--- src/rtl/mpu_pkg.sv ---
package mpu_pkg;
  typedef enum logic [1:0] {
    ACC_READ  = 2'd0,
    ACC_WRITE = 2'd1,
    ACC_FETCH = 2'd2,
    ACC_RSVD  = 2'd3
  } acc_kind_e;

  localparam logic [1:0] FLD_LO   = 2'd0;
  localparam logic [1:0] FLD_HI   = 2'd1;
  localparam logic [1:0] FLD_PERM = 2'd2;
  localparam logic [1:0] FLD_EN   = 2'd3;

  localparam int PERM_W = 3;
endpackage

--- src/rtl/mpu_regbank.sv ---
module mpu_regbank
  import mpu_pkg::*;
#(
  parameter int LEVELS  = 4,
  parameter int REGIONS = 4,
  parameter int ADDR_W  = 24,
  localparam int LVL_W  = $clog2(LEVELS),
  localparam int RGN_W  = $clog2(REGIONS),
  localparam int CFG_AW = LVL_W + RGN_W + 2,
  localparam int SLOTS  = LEVELS * REGIONS
) (
  input  logic              clk,
  input  logic              rst,
  input  logic              cfg_we,
  input  logic [CFG_AW-1:0] cfg_addr,
  input  logic [ADDR_W-1:0] cfg_wdata,
  input  logic [LVL_W-1:0]  lvl_sel,
  output logic [ADDR_W-1:0] sel_lo   [REGIONS],
  output logic [ADDR_W-1:0] sel_hi   [REGIONS],
  output logic [PERM_W-1:0] sel_perm [REGIONS],
  output logic              enable
);
  logic [ADDR_W-1:0] lo_q   [SLOTS];
  logic [ADDR_W-1:0] hi_q   [SLOTS];
  logic [PERM_W-1:0] perm_q [SLOTS];

  logic [1:0]             fld;
  logic [LVL_W+RGN_W-1:0] slot;

  assign fld  = cfg_addr[1:0];
  assign slot = cfg_addr[CFG_AW-1:2];

  always_ff @(posedge clk) begin
    if (rst) begin
      enable <= 1'b0;
      for (int i = 0; i < SLOTS; i++) begin
        lo_q[i]   <= '0;
        hi_q[i]   <= '0;
        perm_q[i] <= '0;
      end
    end else if (cfg_we) begin
      case (fld)
        FLD_LO:   lo_q[slot]   <= cfg_wdata;
        FLD_HI:   hi_q[slot]   <= cfg_wdata;
        FLD_PERM: perm_q[slot] <= cfg_wdata[PERM_W-1:0];
        default:  enable       <= cfg_wdata[0];
      endcase
    end
  end

  for (genvar r = 0; r < REGIONS; r++) begin : g_sel
    logic [LVL_W+RGN_W-1:0] idx;
    assign idx         = {lvl_sel, RGN_W'(r)};
    assign sel_lo[r]   = lo_q[idx];
    assign sel_hi[r]   = hi_q[idx];
    assign sel_perm[r] = perm_q[idx];
  end
endmodule

--- src/rtl/mpu_region_match.sv ---
module mpu_region_match
  import mpu_pkg::*;
#(
  parameter int ADDR_W = 24
) (
  input  logic [ADDR_W-1:0] lo,
  input  logic [ADDR_W-1:0] hi,
  input  logic [PERM_W-1:0] perm,
  input  logic [ADDR_W-1:0] addr,
  input  logic [1:0]        kind,
  output logic              grant
);
  logic inside_win;
  logic right_ok;

  assign inside_win = (addr >= lo) && (addr <= hi);

  always_comb begin
    case (kind)
      ACC_READ:  right_ok = perm[0];
      ACC_WRITE: right_ok = perm[1];
      ACC_FETCH: right_ok = perm[2];
      default:   right_ok = 1'b0;
    endcase
  end

  assign grant = inside_win && right_ok;
endmodule

--- src/rtl/mpu_trap.sv ---
module mpu_trap #(
  parameter int ADDR_W = 24,
  parameter int LVL_W  = 2
) (
  input  logic              clk,
  input  logic              rst,
  input  logic              violate,
  input  logic [ADDR_W-1:0] addr,
  input  logic [1:0]        kind,
  input  logic [LVL_W-1:0]  level,
  output logic              trap,
  output logic [ADDR_W-1:0] trap_addr,
  output logic [1:0]        trap_type,
  output logic [LVL_W-1:0]  trap_level
);
  always_ff @(posedge clk) begin
    if (rst) begin
      trap       <= 1'b0;
      trap_addr  <= '0;
      trap_type  <= '0;
      trap_level <= '0;
    end else begin
      trap <= violate;
      if (violate) begin
        trap_addr  <= addr;
        trap_type  <= kind;
        trap_level <= level;
      end
    end
  end
endmodule

--- src/rtl/mpu_top.sv ---
module mpu_top
  import mpu_pkg::*;
#(
  parameter int LEVELS  = 4,
  parameter int REGIONS = 4,
  parameter int ADDR_W  = 24,
  localparam int LVL_W  = $clog2(LEVELS),
  localparam int CFG_AW = LVL_W + $clog2(REGIONS) + 2
) (
  input  logic              clk,
  input  logic              rst,
  input  logic              cfg_we,
  input  logic [CFG_AW-1:0] cfg_addr,
  input  logic [ADDR_W-1:0] cfg_wdata,
  input  logic              acc_valid,
  input  logic [ADDR_W-1:0] acc_addr,
  input  logic [1:0]        acc_type,
  input  logic [LVL_W-1:0]  acc_level,
  output logic              acc_ok,
  output logic              trap,
  output logic [ADDR_W-1:0] trap_addr,
  output logic [1:0]        trap_type,
  output logic [LVL_W-1:0]  trap_level
);
  logic [ADDR_W-1:0] w_lo   [REGIONS];
  logic [ADDR_W-1:0] w_hi   [REGIONS];
  logic [PERM_W-1:0] w_perm [REGIONS];
  logic [REGIONS-1:0] hits;
  logic mpu_en;

  mpu_regbank #(.LEVELS(LEVELS), .REGIONS(REGIONS), .ADDR_W(ADDR_W)) u_bank (
    .clk(clk), .rst(rst), .cfg_we(cfg_we), .cfg_addr(cfg_addr),
    .cfg_wdata(cfg_wdata), .lvl_sel(acc_level),
    .sel_lo(w_lo), .sel_hi(w_hi), .sel_perm(w_perm), .enable(mpu_en)
  );

  for (genvar r = 0; r < REGIONS; r++) begin : g_win
    mpu_region_match #(.ADDR_W(ADDR_W)) u_match (
      .lo(w_lo[r]), .hi(w_hi[r]), .perm(w_perm[r]),
      .addr(acc_addr), .kind(acc_type), .grant(hits[r])
    );
  end

  assign acc_ok = !mpu_en || (|hits);

  mpu_trap #(.ADDR_W(ADDR_W), .LVL_W(LVL_W)) u_trap (
    .clk(clk), .rst(rst), .violate(acc_valid && !acc_ok),
    .addr(acc_addr), .kind(acc_type), .level(acc_level),
    .trap(trap), .trap_addr(trap_addr), .trap_type(trap_type),
    .trap_level(trap_level)
  );
endmodule

--- config.mk ---
export PLATFORM = sky130hd
export DESIGN_NAME = mpu_top
export DESIGN_NICKNAME = d
export VERILOG_FILES = /design/src/rtl/mpu_pkg.sv /design/src/rtl/mpu_regbank.sv /design/src/rtl/mpu_region_match.sv /design/src/rtl/mpu_trap.sv /design/src/rtl/mpu_top.sv
export SDC_FILE = /design/constraint.sdc
export NUM_CORES = 1
export LEC_CHECK = 0
export CAP_MARGIN = 20
export CORE_ASPECT_RATIO = 1.4
export CORE_UTILIZATION = 62
export CTS_BUF_LIST = sky130_fd_sc_hd__clkbuf_16
export DETAILED_ROUTE_END_ITERATION = 8
export PLACE_DENSITY = 0.89
export SYNTH_ARGS = -nofsm -noshare
export SYNTH_HDL_FRONTEND = slang
export SYNTH_SLANG_ARGS = --single-unit
--- constraint.sdc ---
create_clock -name clk -period 11.5 [get_ports clk]
set_input_delay 1.725 -clock clk [delete_from_list [all_inputs] [get_ports clk]]
set_output_delay 1.725 -clock clk [all_outputs]
set_load 0.1 [all_outputs]
==> out/qor.csv <==
stage;metric;value;unit
die;start_util;62.7;%
synth;synthesis.nets;3209;
die;die_area;68500;sq um
status;status;finished clean;
cells_and_area;seqCellArea;25100;sq um
die;die_y;309;um
cells_and_area;synthToLayoutAreaGrowth;10.4;%
global_routing;overflow;0;
timing;min_period_over_period;74.7;%
routing;drcViolationCount;0;
timing;slew_violations;0;
synth;synth_top_cell_area_share;58.6;%
cells_and_area;multiInputGateArea;15200;sq um
worst_setup_path;r2r-start;u_bank.lo_q[9][13]$_SDFFCE_PN0P_;
routing;drt_iter0_drc;3069;
cells_and_area;drive_above_1_share;14.9;%
routing;firstDrtPassIters;8;
worst_setup_path;r2r_slack;7.69;ns
routing;via_per_inst;6.53;
pwr;cellLeakagePower;17.3;nW
timing;setup_tns;0;ns
clock_network;cts_resized;0;
synth;syn_inst;2955;
global_routing;grt_pass1_vias;26670;
clock_network;postCtsHoldBufs;0;
pwr;power.total;6.95;mW
routing;ant_nets;0;
timing;skew;0.0234;ns
timing;tightest_slew;1.27;ns
worst_setup_path;path_class;input port to output port;
cells_and_area;fin_nets;3252;
routing;vias;25599;
clock_network;clockRootBuffer;clkbuf_16;
place;dp_worst_setup_slack;2.89;ns
timing;fin_crit;8.59;ns
global_routing;grt_pass1_wl;161;mm
worst_hold_path;whs_endpoint;u_trap.trap_type[0]$_SDFFE_PP0P_;
worst_setup_path;r2r_cells;11;
global_routing;antenna_found_initial;4;
clock_network;cts.sinks;846;
die;fp-row-count;112;
global_routing;grt.total_usage;32.3;%
clock_network;cts_max_path_buffers;3;
worst_setup_path;cp_max_fo;77;
clock_network;numCtsBuffers;76;
die;ios;92;
cells_and_area;fillerInstances;4025;
run;cap_violations;0;
synth;synth-seq-cells;846;
timing;slew_headroom;14.9;%
timing;setup_viol;0;
synth;syn_area;41800;sq um
global_routing;grt_max_degree;107;
clock_network;clk_pin_slew;0.06;ns
pwr;powerDensity;151;nW/um^2
synth;synth_area_leaders;edfxtp_1 (59%), and2_1 (12%), mux4_2 (11%), ha_1 (5.7%), inv_1 (1.7%);
synth;synth_ff_type;edfxtp_1;
die;die_w;222;um
synth;synth-seq-area-share;60.0;%
timing;clock.fmax;0.116;GHz
worst_hold_path;hold_path.startpoint;u_trap.trap_type[0]$_SDFFE_PP0P_;
worst_setup_path;end_kind;output port;
pwr;vdd.ir_drop.worst;0.000103;V
worst_setup_path;cp-start-kind;input port;
routing;wire_per_inst;27.8;um
clock_network;post-cts-setup-buffers;0;
clock_network;cts_tree;yes;
worst_setup_path;cp.arrival;6.87;ns
synth;yosysTopAreaCell;edfxtp_1;
die;core-area;66700;sq um
clock_network;clkLatencyLatePin;0.65;ns
place;place_congestion;0.891;
worst_hold_path;hp-class;flop to flop;
timing;rsz0062_at_grt;no;
synth;synth_warnings;0;
worst_setup_path;critPathRequiredTime;9.78;ns
synth;yosys-top-cells-count;and2_1 (816), edfxtp_1 (816), mux4_2 (203), ha_1 (192), inv_1 (185);
worst_hold_path;hold_depth;2;
routing;totalWireLength;109;mm
synth;syn_area_per_cell;14.2;sq um
clock_network;cts.htree.levels;3;
timing;hold_violations;0;
timing;fin_ws;2.91;ns
place;post-dp-hpwl;61.6;mm
synth;synth_enable_flop_cells;816;
place;port_buffers;91;
synth;async_flop_share;0;%
synth;ys_types;59;
worst_setup_path;r2r-end;u_trap.trap_addr[6]$_SDFFE_PP0P_;
[layer usage]
| metal | vias to the layer above | routed length, um | global-route usage, % |
|---|---|---|---|
| li1 | 10689 | - | - |
| met1 | 12769 | 36300 | 38.8 |
| met2 | 1748 | 52100 | 53.1 |
| met3 | 391 | 12700 | 6.62 |
| met4 | 2 | 7910 | 22.0 |
| met5 | - | 15 | 0 |
[worst max-delay path by stage]
stage | from | end | slack [ns] | cells past startpoint
after global routing | acc_level[0] | acc_ok | 2.70 | 13
after detailed placement | acc_level[0] | acc_ok | 2.89 | 12
final | acc_level[1] | acc_ok | 2.91 | 13
after floorplan | acc_level[0] | acc_ok | 4.66 | 14
after global placement | acc_level[0] | acc_ok | 2.83 | 13
after CTS | acc_level[0] | acc_ok | 2.89 | 13
[report_power, final]
group	leakage [nW]	switching [mW]	internal, mW	total (mW)
clock	1.30	1.14	1.51	2.65
combinational	8.02	0.441	0.279	0.721
sequential	7.99	0.0508	3.53	3.58
[per-stage QoR]
step                cell area, sq um  utilization [%]  hold WS [ns]  instances
global placement               43600             65.3         0.458       3774
finish                         46200             69.2         0.474       3918
global route                   46100             69.2         0.485       3914
CTS                            46100             69.2         0.476       3914
detailed placement             43600             65.4         0.466       3775
floorplan                      41800                -         0.502       2955
[worst max-delay path, cell delays in order]
cell and delay (ns):
clkbuf_8 0.56, buf_4 0.63, mux4_2 0.31, inv_1 0.06
ha_1 0.31, nand4_1 0.17, nor4_1 0.61, nand4_1 0.21
a31oi_1 0.41, o31ai_2 0.27, o22ai_1 0.23, or2_2 0.14
clkdlybuf4s50_1 1.13
[layout make-up]
| class | instances | share of cell area, % |
|---|---|---|
| tap | 855 | 2.32 |
| sequential | 846 | 54.4 |
| antenna | 4 | 0.0217 |
| multi-input combinational | 1718 | 32.9 |
| timing repair buffer | 171 | 3.34 |
| clock inverter | 62 | 1.36 |
| inverter | 185 | 1.50 |
| clock buffer | 77 | 4.17 |
[flip-flops by register name, indices dropped and copies added, names as in the netlist]
name / count
u_bank.enable: 1
u_bank.hi_q: 384
u_trap.trap_addr: 24
u_trap.trap_type: 2
u_bank.lo_q: 384
u_trap.trap_level: 2
u_trap.trap: 1
u_bank.perm_q: 48
[kinds of logic after synthesis]
kind of cell             Yosys count  share of synthesized area, %
buffers and inverters            391                          3.69
AND/OR/NAND/NOR                 1124                          16.2
AO/OA/AOI/OAI                    166                          2.59
adder cells (fa/ha/maj)          192                          5.74
flip-flops                       846                          60.0
multiplexers                     236                          11.8
[cell usage in the layout, fill, tap and decap left out, types with 12 or more instances in the layout]
cell	synthesis	routed
and2_1	816	816
clkbuf_16	0	77
a21oi_1	67	67
inv_1	185	197
or2_2	49	49
nand3_1	24	24
o21ai_0	20	20
nand4_1	30	30
clkinv_1	0	17
mux2i_1	32	32
clkinv_2	0	12
dfxtp_1	30	30
nand2_1	41	41
nor2b_1	14	14
edfxtp_1	816	816
nor2_1	65	61
mux4_2	203	203
ha_1	192	192
bufinv_16	0	13
buf_4	0	78
a21o_1	23	23
nand2b_1	60	60
clkdlybuf4s50_1	0	87
Note: power is estimated with default switching activity, not from simulation.
